File: src/rtl/pfs_pkg.sv
package pfs_pkg;
    typedef enum logic [1:0] {
        ST_POWERED_DOWN = 2'd0,
        ST_IDLE         = 2'd1,
        ST_RECOVER_HOLD = 2'd2,
        ST_RELEASE      = 2'd3
    } pfs_state_e;
endpackage

File: src/rtl/pfs_sync.sv
module pfs_sync #(
    parameter int unsigned STAGES  = 2,
    parameter logic        RST_VAL = 1'b1
) (
    input  logic clk,
    input  logic rst_n,
    input  logic d_i,
    output logic q_o
);
    logic [STAGES-1:0] chain_q;

    always_ff @(posedge clk) begin
        if (!rst_n) begin
            chain_q <= {STAGES{RST_VAL}};
        end else begin
            chain_q <= {chain_q[STAGES-2:0], d_i};
        end
    end

    assign q_o = chain_q[STAGES-1];
endmodule

File: src/rtl/pfs_hold_timer.sv
module pfs_hold_timer #(
    parameter int unsigned HOLD_CYCLES = 16
) (
    input  logic clk,
    input  logic rst_n,
    input  logic run_i,
    output logic done_o
);
    localparam int unsigned CW = $clog2(HOLD_CYCLES + 1);
    localparam logic [CW-1:0] LAST = CW'(HOLD_CYCLES - 1);

    logic [CW-1:0] cnt_q;

    assign done_o = run_i && (cnt_q == LAST);

    always_ff @(posedge clk) begin
        if (!rst_n || !run_i || done_o) begin
            cnt_q <= '0;
        end else begin
            cnt_q <= cnt_q + 1'b1;
        end
    end

    assert_cnt_bound_R3: assert property (@(posedge clk) disable iff (!rst_n)
        cnt_q <= LAST);

    assert_idle_cnt_zero_R6: assert property (@(posedge clk) disable iff (!rst_n)
        !run_i |=> cnt_q == '0);
endmodule

File: src/rtl/pwr_fault_supervisor.sv
module pwr_fault_supervisor
    import pfs_pkg::*;
#(
    parameter int unsigned CLK_FREQ_HZ = 125_000_000,
    parameter int unsigned HOLD_US     = 1000
) (
    input  logic clk,
    input  logic rst_n,
    input  logic fault_n_i,
    input  logic pwrdn_n_i,
    output logic tristate_n_o,
    output logic fault_irq_o,
    output logic pll_en_o
);
    localparam int unsigned TICKS_PER_US = CLK_FREQ_HZ / 1_000_000;
    localparam int unsigned HOLD_RAW     = TICKS_PER_US * HOLD_US;
    localparam int unsigned HOLD_CYCLES  = (HOLD_RAW < 1) ? 1 : HOLD_RAW;

    pfs_state_e state_q, state_d;
    logic       fault_n_s;
    logic       fault_s;
    logic       hold_done;

    pfs_sync #(.STAGES(2), .RST_VAL(1'b1)) u_sync (
        .clk   (clk),
        .rst_n (rst_n),
        .d_i   (fault_n_i),
        .q_o   (fault_n_s)
    );

    assign fault_s = !fault_n_s;

    pfs_hold_timer #(.HOLD_CYCLES(HOLD_CYCLES)) u_timer (
        .clk    (clk),
        .rst_n  (rst_n),
        .run_i  (state_q == ST_RECOVER_HOLD),
        .done_o (hold_done)
    );

    always_comb begin
        state_d = state_q;
        if (!pwrdn_n_i) begin
            state_d = ST_POWERED_DOWN;                      // sleep
        end else begin
            unique case (state_q)
                ST_POWERED_DOWN: state_d = ST_IDLE;         // wake
                ST_IDLE:         if (fault_s) state_d = ST_RECOVER_HOLD;   // trip
                ST_RECOVER_HOLD: if (hold_done) state_d = ST_RELEASE;      // expire
                ST_RELEASE:      state_d = fault_s ? ST_RECOVER_HOLD       // retry
                                                   : ST_IDLE;              // clear
            endcase
        end
    end

    always_ff @(posedge clk) begin
        if (!rst_n) begin
            state_q <= ST_POWERED_DOWN;
        end else begin
            state_q <= state_d;
        end
    end

    always_comb begin
        tristate_n_o = 1'b0;
        fault_irq_o  = 1'b0;
        pll_en_o     = 1'b1;
        unique case (state_q)
            ST_POWERED_DOWN: pll_en_o = 1'b0;
            ST_IDLE:         tristate_n_o = 1'b1;
            ST_RECOVER_HOLD: fault_irq_o = 1'b1;
            ST_RELEASE: begin
                tristate_n_o = 1'b1;
                fault_irq_o  = 1'b1;
            end
        endcase
    end

    assert_pwrdn_forces_off_R6: assert property (@(posedge clk) disable iff (!rst_n)
        !pwrdn_n_i |=> (!tristate_n_o && !pll_en_o && !fault_irq_o));

    assert_release_single_R3: assert property (@(posedge clk) disable iff (!rst_n)
        state_q == ST_RELEASE |=> state_q != ST_RELEASE);

    assert_retry_R4: assert property (@(posedge clk) disable iff (!rst_n)
        (state_q == ST_RELEASE && fault_s && pwrdn_n_i) |=> (state_q == ST_RECOVER_HOLD && !tristate_n_o));

    assert_clear_to_idle_R5: assert property (@(posedge clk) disable iff (!rst_n)
        (state_q == ST_RELEASE && !fault_s && pwrdn_n_i) |=> (!fault_irq_o && tristate_n_o));

    assert_wake_R8: assert property (@(posedge clk) disable iff (!rst_n)
        (state_q == ST_POWERED_DOWN && pwrdn_n_i) |=> (tristate_n_o && pll_en_o));
endmodule

File: config.mk
export PLATFORM = sky130hd
export DESIGN_NAME = pwr_fault_supervisor
export DESIGN_NICKNAME = d
export VERILOG_FILES = /design/src/rtl/pfs_pkg.sv /design/src/rtl/pfs_sync.sv /design/src/rtl/pfs_hold_timer.sv /design/src/rtl/pwr_fault_supervisor.sv
export SDC_FILE = /design/constraint.sdc
export NUM_CORES = 1
export LEC_CHECK = 0
export BUFFER_PORTS_ARGS = -buffer_cell sky130_fd_sc_hd__buf_4
export CORE_UTILIZATION = 50
export DETAILED_ROUTE_END_ITERATION = 10
export PLACE_DENSITY = 0.71
export SYNTH_ARGS = -nofsm -noshare
export SYNTH_HDL_FRONTEND = slang
export SYNTH_HIERARCHICAL = 1
export SYNTH_SLANG_ARGS = --single-unit
File: constraint.sdc
create_clock -name clk -period 1.5 [get_ports clk]
set_input_delay 0.375 -clock clk [delete_from_list [all_inputs] [get_ports clk]]
set_output_delay 0.375 -clock clk [all_outputs]
set_load 0.05 [all_outputs]
[Word-level counts from Yosys, hierarchy flattened]
Cells that the tools add are included.
Operators by class
  $add $sub $neg: 1
  $mul: 0
  divide/modulo/power cells: 0
  $lt $le $gt $ge: 0
  equal/unequal tests: 6
  shifts and indexed selects: 0
  muxes and demuxes: 7
  bitwise gates (word level): 0
  reductions and logical operators: 10
Operators by type and width (count)
  $add 17x1->17 const B: 1
  $eq 17x17->1 const B: 1
  $pmux 2 s4: 1
  $mux 2: 3
  $eq 2x2->1 const B: 2
  $ne 2x2->1 const B: 2
  $reduce_and 2->1: 2
  $reduce_or 2->1: 2
  $mux 1: 3
  $eq 2x1->1 const B: 1
  $logic_not 1->1: 2
  $logic_not 2->1: 1
  $logic_or 1x1->1: 2
  $logic_and 1x1->1: 1
Word-level totals
  register bits after elaboration: 21
  latch bits: 0
  memory bits (writable): 0
  ROM bits: 0
  input bits: 4
  output and inout bits: 3
  logic and storage cells: 27
  memories: 0

[Longest topological paths before layout]
Gate-level depths: netlist of the first run.
  depth in word-level cells: 4
  mapped depth: 6
  depth with buffers taken out: 6

[Cells and area by module]
Netlist of the first run, hierarchy kept.
By module, submodules not included
  pfs_hold_timer: times used 1, cells each 88, area each 789.5 um^2
  pwr_fault_supervisor: times used 1, cells each 12, area each 95.1 um^2
  pfs_sync: times used 1, cells each 4, area each 52.6 um^2

[Worst setup path before layout of the first run]
No wires, ideal clock.
  path type: register -> register
  start: register state_q[1]
  end: register u_timer.cnt_q[15]
  library setup time: 0.115 ns
  arrival time: 1.536 ns
  data required time: 1.385 ns
  path slack: -0.151 ns
  cell stages (with the launch flop): 7
  buffers on the path: 1
  clock period less this slack: 1.651 ns
  path through: dfxtp_1 > nor2b_1 > nand2_1 > or4_4 > o31ai_4 > buf_6 > nor2_1
On the way
  longest elaborated chain between the ends: 4
  elaborated cells on any way between the ends: 5
  those cells by class: eq/ne (1); reduce/logical (4)
RTL lines
  start, declared: RTL line pwr_fault_supervisor.sv:19  | pfs_state_e state_q, state_d;
  start signal, assigned: RTL line pwr_fault_supervisor.sv:59  | state_q <= state_d;
  $eq 2x2->1 *: RTL line pwr_fault_supervisor.sv:36  | .run_i (state_q == ST_RECOVER_HOLD),
  $logic_not 1->1: RTL line pfs_hold_timer.sv:17  | if (!rst_n || !run_i || done_o) begin
  $logic_or 1x1->1: RTL line pfs_hold_timer.sv:17
  $logic_or 1x1->1 *: RTL line pfs_hold_timer.sv:17
  end signal, assigned: RTL line pfs_hold_timer.sv:20  | cnt_q <= cnt_q + 1'b1;
  end, declared: RTL line pfs_hold_timer.sv:12  | logic [CW-1:0] cnt_q;
Every way passes the cells marked *; elsewhere a longest branch is shown, timed or not.
A chain may end at the register's enable or synchronous reset.

[Worst setup path after layout of the first run]
  start: register state_q[1]
  end: register u_timer.cnt_q[16]
The elaborated chain is that of the path after synthesis.

==> reports/qor.csv, run 1 <==
metric,value,unit
status,finished with violations,
violated checks,setup timing,
RSZ-0062 raised after global routing,yes,
global route overflow,0,
Vias/cell,5.087,
Synth Net Count,109,
Setup crit end kind,flop,
die footprint,2052,um2
antenna-violating nets left,0,
multi-input combinational cell area,521.8,um2
IO Pins,7,
worst hold margin,262.7,ps
layout cells sized above 1,41.18,%
filler cell count,136,
"Seq/Total Area, Yosys",44.86,%
leak pwr,0.4401,nW
CTS Hold Bufs,0,
IO buf count,6,
Rel. slew slack,79.51,%
Die H,45.30,um
Crit Path Max Fanout,9,
n_diodes,0,
Crit. Startpoint,state_q[1],
"commonest non-fill, non-tap cell in the layout",buf_4,
most frequent cells in the layout,"buf_4, nor2_1, dfxtp_1, xnor2_1, dfxtp_2",
detailed-route wire length per cell,12.54,um
total power,0.8793,mW
register bit total from synthesis,21,
"Hold Vio Cnt, Final",0,
"Period Utilization, post-route",103.2,%
PD cells,691.0,nW/um2
top routing layer used,met4,
register area,430.4,um2
reg2reg end,u_timer/cnt_q[16],
Synth Instances,104,
Synth cell types,29,
Vias,819,
Required @ worst endpoint,1680,ps
TritonCTS buffer count,3,
worst setup margin,-48.40,ps
root buffer cell,clkbuf_4,
largest net degree at the start of global routing,12,
min cycle time layout,1548,ps
yosys warns,6,
initial antenna violation count,0,
Rows,15,
top_reg_cell synth,dfxtp_1,
mapped cell area,937.1,um2
total track usage,20.97,%
crit start category,flop,
Worst IR Drop VDD,0.7381,mV
met3 WL,76,um
fin. max-slew vios,0,
ys async rst share,0,%
measured slew at the worst slew-check pin,304.6,ps
CTS tree,built,
R2R cell count,6,
buffer depth of the longest clock path,2,
Reg2Reg Setup Slack,-50,ps
via count of the first global-routing pass,779,
wl on met1,822,um
Chip Width,45.30,um
crit path to,u_timer/cnt_q[16],
WP data arrival,1730,ps
clock tree sinks,21,
postcts setup bufs,0,
# setup viols final,17,
global-route wire length before repair,3.056,mm
Residual DRC,0,
hpwl dp,1.520,mm
Nets,142,
Initial Util,53.69,%
core area,1745,um2
register clock-pin slew on the reported worst setup and hold paths,110,ps
wire length on met2,1.100,mm
final wirelength,2.019,mm
R2R Path Start,state_q[1],
Setup WS pre-CTS,-57.00,ps
max_cap viols,0,
Pre-Repair DR Iteration Count,4,
DRT iter0 DRCs,24,
HP Class,primary input to flop,
H-tree depth,1,
Avg Synthesized Cell Area,9.011,um2
clk_lat worst skew,290,ps
WS Path Type,flop to flop,
Post-synth EDFFs,0,
Layout Skew,3.080,ps
Achievable Freq,645.8,MHz
P&R area growth vs syn,35.78,%
gpl congestion,0.7961,
## layout make-up
class                           instances  share of cell area, %
Multi-Input combinational cell         75                  41.00
Inverter                                5                  1.475
Timing Repair Buffer                   31                  19.17
Tap cell                               25                  2.458
Clock buffer                            4                  2.065
Sequential cell                        21                  33.83
## cells by family (layout without fill, tap and decap cells)
group / after synthesis / in the layout / share of synthesized area [%]
AND/OR/NAND/NOR: 55 / 55 / 30.97
adder cells (fa/ha/maj): 1 / 1 / 1.335
buffers and inverters: 8 / 40 / 4.006
XOR/XNOR: 14 / 14 / 13.08
flip-flops: 21 / 21 / 44.86
AO/OA/AOI/OAI: 5 / 5 / 5.741
## critical path, cell delays in order (launching register included)
cell and delay (ps):
dfxtp_2 340, nor2b_4 140, nand2_1 60, or4_4 450, o31ai_4 230, buf_6 180, a21oi_1 50
## synthesized netlist by cell type (all sizes together) (3+ instances only)
library cell / instances / area [um2]
nor2: 20 / 75.07
nor3: 5 / 25.02
xor2: 3 / 26.28
dfxtp: 21 / 420.4
nand3: 5 / 30.03
nor4: 3 / 18.77
xnor2: 11 / 96.34
nand2: 6 / 22.52
inv: 5 / 18.77
nand4: 4 / 31.28
## where the power goes
part           internal [mW]  switching, mW  total, mW
Combinational         0.0249         0.0310     0.0559
Clock                  0.103          0.154      0.257
Sequential             0.563        0.00333      0.567
## metrics by stage
| step | cell area (um2) | instances | setup TNS [ps] | util (%) |
|---|---|---|---|---|
| global route | 1272 | 161 | -1703 | 72.90 |
| finish | 1272 | 161 | -608.9 | 72.90 |
| CTS | 1242 | 161 | -1268 | 71.18 |
| global placement | 1195 | 157 | -652.2 | 68.46 |
| floorplan | 949.7 | 104 | -1185 | - |
| detailed placement | 1195 | 157 | -839.0 | 68.46 |
## per-layer routing
metal	global-route usage (%)	vias to the layer above
met4	9.091	0
li1	-	416
met2	39.13	22
met5	0	-
met3	5.600	4
met1	21.64	377
## sequential cells by signal, indices dropped and copies added, names as in the netlist
name / count
u_timer/cnt_q: 17
state_q: 2
u_sync/chain_q: 2
## what timing repair did
action / 4_1_cts / 5_1_grt
gates resized for setup: 8 / 7
pin swaps: 6 / 3
endpoints found under the setup margin: 19 / 18
## worst min-delay path by stage
stage	start	endpoint	slack, ps	cells past startpoint
2_1_floorplan	u_sync/chain_q[0]	u_sync/chain_q[1]	390	1
3_3_place_gp	u_sync/chain_q[0]	u_sync/chain_q[1]	410	1
3_5_place_dp	u_sync/chain_q[0]	u_sync/chain_q[1]	410	1
4_1_cts	fault_n_i	u_sync/chain_q[0]	260	2
5_1_grt	fault_n_i	u_sync/chain_q[0]	250	2
6_report	fault_n_i	u_sync/chain_q[0]	260	2
No activity file was read; power rests on OpenSTA's default activity.
==> run 2, diff against run 1 <==
Settings changed: CORE_UTILIZATION 50 to 51, GPL_TIMING_DRIVEN set to 0, PLACE_DENSITY 0.71 to 0.72.
==> run 2 against run 1 <==
The run still ends with setup timing left. Sequential power is essentially flat. Sequential share of layout area is 2.0 points higher. Clock power up 6%. Clock-buffer cell count is 1 lower. Hold slack worse by 22 ps. Wire length is 5.5% lower. Design area fell by 3.9%. Worst setup slack worse by 91 ps. Flip-flop and latch count unchanged. Critical endpoint is now u_timer/cnt_q[9]. Largest power group unchanged. Highest routed layer unchanged.
==> reports/qor.csv, run 2 (synthesis results as in run 1) <==
metric,value,unit,change
hold depth,2,,unchanged
post-placement cell count,135,,-14%
CTS tree,built,,
clock tree sinks,21,,unchanged
WP data arrival,1840,ps,+110 ps
R2R cell count,6,,unchanged
n_diodes,0,,unchanged
via count of the first global-routing pass,724,,-7.1%
WS Path Type,flop to flop,,
worst setup margin,-139.4,ps,-91.04 ps
min cycle time layout,1639,ps,+91.04 ps
Die H,44.87,um,-0.95%
"Hold Vio Cnt, Final",0,,unchanged
measured slew at the worst slew-check pin,367.6,ps,+63.00 ps
RSZ-0062 raised after global routing,yes,,
largest net degree at the start of global routing,13,,+1
filler cell count,138,,+1.5%
max reg flops,17,,unchanged
Regs by FF count,"u_timer/cnt_q x17, state_q x2, u_sync/chain_q x2",,
layout cells sized above 1,43.20,%,+2.0 points
"commonest non-fill, non-tap cell in the layout",buf_4,,
Crit Path Max Fanout,5,,-4
fin. max-slew vios,0,,unchanged
Top reg by flops,u_timer/cnt_q,,
largest stage delay on the critical path,440,ps,about the same
final wirelength,1.908,mm,-5.5%
Residual DRC,0,,unchanged
CP max-delay cell,or4_4,,
CTS Hold Bufs,0,,unchanged
violated checks,setup timing,,
global route overflow,0,,unchanged
most frequent cells in the layout,"buf_4, dfxtp_1, xnor2_1, nor2_2",,
TritonCTS buffer count,3,,unchanged
Initial Util,54.28,%,+0.58 points
buffer depth of the longest clock path,2,,unchanged
gpl congestion,0.7982,,+0.26%
core area,1727,um2,-1.1%
total track usage,21.33,%,+0.36 points
status,finished with violations,,
Rows,15,,unchanged
"Period Utilization, post-route",109.3,%,+6.1 points
Vias/cell,5.287,,+3.9%
IO buf count,6,,unchanged
PD cells,735.0,nW/um2,+6.4%
P&R area growth vs syn,30.44,%,
initial antenna violation count,0,,unchanged
Worst IR Drop VDD,0.5183,mV,-30%
Worst Hold Launch,rst_n,,
hpwl dp,1.156,mm,-24%
Chip Width,44.87,um,-0.95%
Nets,131,,-7.7%
Vias,793,,-3.2%
Setup WS pre-CTS,-271.9,ps,-214.9 ps
Crit. Startpoint,state_q[0],,
# setup viols final,18,,+1
Achievable Freq,610.0,MHz,-5.6%
root buffer cell,clkbuf_4,,
leak pwr,0.3874,nW,-12%
detailed-route wire length per cell,12.72,um,+1.4%
Pre-Repair DR Iteration Count,4,,unchanged
R2R Path Start,state_q[0],,
register clock-pin slew on the reported worst setup and hold paths,120,ps,about the same
Setup crit end kind,flop,,
max_cap viols,0,,unchanged
crit start category,flop,,
IO Pins,7,,unchanged
die footprint,2013,um2,-1.9%
Rel. slew slack,75.27,%,-4.2 points
crit-path cells,"nor2b_4, nand2_1, or4_4, o31ai_4, buf_6, nor2_1",,
Layout Skew,14.22,ps,+11.14 ps
global-route wire length before repair,3.029,mm,-0.88%
clk_lat worst skew,310,ps,+20 ps
HP Class,primary input to flop,,
Final Non-Filler Cells,150,,-6.8%
antenna-violating nets left,0,,unchanged
H-tree depth,1,,unchanged
Required @ worst endpoint,1700,ps,+20 ps
DRT iter0 DRCs,10,,-58%
TNS Setup,-2092,ps,-1483 ps
## run 2: layer usage
metal  vias up  GRT usage (%)  part of all wire (%)
li1        395              -                     -
met1       385          25.19                    43
met2         9          36.18                    53
met3         4          3.600                   2.1
met4         0          12.73                   2.0
met5         -              0                     0
## run 2: cell type report
class / count / area, um2 / share of cell area (%)
Multi-Input combinational cell: 75 / 549.3 / 44.93
Timing Repair Buffer: 17 / 138.9 / 11.36
Clock inverter: 1 / 5.005 / 0.4094
Inverter: 5 / 18.77 / 1.535
Sequential cell: 21 / 437.9 / 35.82
Buffer: 3 / 18.77 / 1.535
Tap cell: 25 / 31.28 / 2.559
Clock buffer: 3 / 22.52 / 1.842
## run 2: path summary, 6_finish.rpt
path	slack [ps]	endpoint
max	-140	u_timer/cnt_q[9]
min	240	u_sync/chain_q[1]
max reg2reg	-140	u_timer/cnt_q[9]
min reg2reg	420	u_sync/chain_q[1]
## run 2: critical path: cells and delay by family, from the launching register on
family	cells	cell delay (ps)
simple gates	4	660
compound gates	1	310
buf+inv	1	180
flops	1	380
## run 2: timing repair
item                       CTS  global route
gates resized for setup     12            18
setup endpoints to repair   18            19
gates cloned                 1             0
pin swaps                   11             3
buffers inserted             8             2
## run 2: report_power, final
group	switching (mW)	total, mW	internal, mW
Clock	0.173	0.272	0.0995
Sequential	0.00394	0.564	0.561
Combinational	0.0335	0.0618	0.0283
Total	0.210	0.898	0.688
## run 2: per-stage QoR
| step | hold WS, ps | util (%) | cell area (um2) | total power, mW |
|---|---|---|---|---|
| 2_1_floorplan | 386.3 | - | 949.7 | 0.6105 |
| 3_3_place_gp | 392.0 | 59.42 | 1026 | 0.6266 |
| 4_1_cts | 237.8 | 66.74 | 1152 | 0.9005 |
| 5_1_grt | 228.5 | 70.80 | 1222 | 0.9391 |
| 6_report | 241.2 | 70.80 | 1222 | 0.8984 |
| 3_5_place_dp | 396.5 | 59.42 | 1026 | 0.6275 |
==> run 3, diff against run 2 <==
Settings changed: ABC_AREA set to 1, CORE_UTILIZATION 51 to 52, PLACE_DENSITY 0.72 to 0.73, SETUP_SLACK_MARGIN set to 0.02.
==> run 3 against run 2 <==
The run now ends clean. Flip-flop and latch count is the same. Global-route usage shrank 2.1 points. Highest routed layer unchanged. Synthesized cell count grew 41%. Die area grew 8.0%. Via count grew 11%. Worst setup slack gained 220 ps. Wire length shrank 4.4%. Combinational power shrank 44%. Core utilization shrank 6.8 points. Critical endpoint is now pll_en_o.
==> reports/qor.csv, run 3 <==
metric,value,unit,change
PD cells,752.8,nW/um2,+2.4%
clk_lat worst skew,300,ps,about the same
post-placement cell count,178,,+32%
register clock-pin slew on the reported worst setup and hold paths,120,ps,about the same
Required @ worst endpoint,1120,ps,-580 ps
CTS-repair resized insts,0,,-12
WP data arrival,1050,ps,-790 ps
gpl congestion,0.8224,,+3.0%
CP max-delay cell,dfxtp_1,,
max_cap viols,0,,unchanged
"Seq/Total Area, Yosys",40.58,%,-4.3 points
H-tree depth,1,,unchanged
worst setup margin,79.11,ps,+218.5 ps
root buffer cell,clkbuf_4,,
buffer depth of the longest clock path,2,,unchanged
core area,1802,um2,+4.3%
antenna-violating nets left,0,,unchanged
"Hold Vio Cnt, Final",0,,unchanged
CTS tree,built,,
Yosys top cell area share,40.58,%,-4.3 points
RSZ-0062 raised after global routing,no,,
Post-synth EDFFs,0,,unchanged
# setup viols final,0,,-18
postcts setup bufs,0,,-8
Pre-Repair DR Iteration Count,4,,unchanged
worst hold margin,242.1,ps,+0.8910 ps
Nets,163,,+24%
top_reg_cell synth,dfxtp_1,,
Final Non-Filler Cells,182,,+21%
Vias/cell,4.852,,-8.2%
Rows,15,,unchanged
most frequent cell after synthesis,nand2_1,,
largest cells by area after synthesis,"dfxtp_1, nand2_1, nor2_1, inv_1, a21oi_1",,
HP Class,primary input to flop,,
P&R area growth vs syn,11.23,%,
top post-synthesis cells by count,"nand2_1, nor2_1, dfxtp_1",,
most frequent cells in the layout,"nand2_1, nor2_1, dfxtp_1, inv_1, a21oi_1",,
die footprint,2175,um2,+8.0%
measured slew at the worst slew-check pin,244.8,ps,-122.8 ps
"commonest non-fill, non-tap cell in the layout",nand2_1,,
TritonCTS buffer count,3,,unchanged
Setup crit end kind,primary output,,
crit-path cells,"or2_1, buf_4",,
leak pwr,0.4315,nW,+11%
Setup WS pre-CTS,84.03,ps,+355.9 ps
total power,0.8675,mW,-3.4%
Vias,883,,+11%
top routing layer used,met4,,
yosys warns,6,,unchanged
max reg flops,17,,unchanged
Initial Util,57.50,%,+3.2 points
Die H,46.64,um,+3.9%
total track usage,19.26,%,-2.1 points
min cycle time layout,1421,ps,-218.5 ps
final wirelength,1.824,mm,-4.4%
status,"complete, no violations",,
Synth cell types,22,,-24%
layout cells sized above 1,13.38,%,-30 points
Top reg by flops,u_timer/cnt_q,,
initial antenna violation count,0,,unchanged
Regs by FF count,"u_timer/cnt_q x17, state_q x2, u_sync/chain_q x2",,
Rel. slew slack,83.62,%,+8.4 points
CTS Hold Bufs,0,,unchanged
hpwl dp,1.402,mm,+21%
DRT iter0 DRCs,15,,+5
cell taking the most area after synthesis,dfxtp_1,,
Avg Synthesized Cell Area,7.048,um2,-22%
detailed-route wire length per cell,10.02,um,-21%
Achievable Freq,703.8,MHz,+15%
Crit Path Max Fanout,3,,-2
fin. max-slew vios,0,,unchanged
Synth Net Count,152,,+39%
met3 WL,35,um,-13%
wire length on met2,872,um,-13%
WS Path Type,flop to primary output,,
largest net degree at the start of global routing,12,,-1
"Period Utilization, post-route",94.73,%,-15 points
crit start category,flop,,
wl on met1,878,um,+6.7%
mapped cell area,1036,um2,+11%
clock tree sinks,21,,unchanged
global-route wire length before repair,2.960,mm,-2.3%
TNS Setup,0,ps,+2092 ps
register bit total from synthesis,21,,unchanged
IO buf count,6,,unchanged
Residual DRC,0,,unchanged
Layout Skew,7.020,ps,-7.195 ps
ys async rst share,0,%,unchanged
Chip Width,46.64,um,+3.9%
IO Pins,7,,unchanged
largest stage delay on the critical path,340,ps,-100 ps
via count of the first global-routing pass,737,,+1.8%
Synth Instances,147,,+41%
global route overflow,0,,unchanged
n_diodes,0,,unchanged
Worst IR Drop VDD,0.7589,mV,+46%
[run 3: per-stage QoR]
step	cell area, um2	utilization [%]
after global routing	1152	63.96
after global placement	1112	61.74
after CTS	1139	63.19
final	1152	63.96
after floorplan	1036	-
after detailed placement	1112	61.74
[run 3: metal layers]
layer / up-vias / GRT usage (%)
met1: 402 / 25.18
li1: 469 / -
met3: 4 / 3.529
met5: - / 0
met4: 0 / 9.143
met2: 8 / 30.28
[run 3: kinds of logic (layout without fill, tap and decap cells)]
kind of cell | after synthesis | count (layout) | synth area share [%]
buf+inv | 22 | 32 | 8.696
simple gates | 86 | 86 | 38.41
fa+ha+maj | 1 | 1 | 1.208
compound gates | 9 | 9 | 4.348
xor+xnor | 8 | 8 | 6.763
flops | 21 | 21 | 40.58
[run 3: final timing paths]
kind | from | to | slack [ps] | cells after the start
worst max register to register | u_timer/cnt_q[0] | u_timer/cnt_q[11] | 120 | 7
worst min register to register | u_sync/chain_q[0] | u_sync/chain_q[1] | 410 | 2
worst min-delay path | fault_n_i | u_sync/chain_q[0] | 240 | 3
worst max-delay path | state_q[1] | pll_en_o | 80 | 2
[run 3: where the power goes]
part	internal, mW	leakage (nW)	switching, mW
Sequential	0.562	0.170	0.00199
Combinational	0.0138	0.246	0.0208
Clock	0.103	0.0150	0.166
[run 3: cell type report]
class,instances,area (um2)
Fill cell,189,649.4
Multi-Input combinational cell,104,538.0
Sequential cell,21,421.7
Inverter,19,71.32
Timing Repair Buffer,6,45.04
Tap cell,25,31.28
Clock buffer,4,26.28
Buffer,3,18.77
[run 3: critical path, delay by kind of cell (launching register included)]
family | cells | cell delay (ps)
buffers and inverters | 1 | 190
DFF | 1 | 340
and+or+nand+nor | 1 | 230
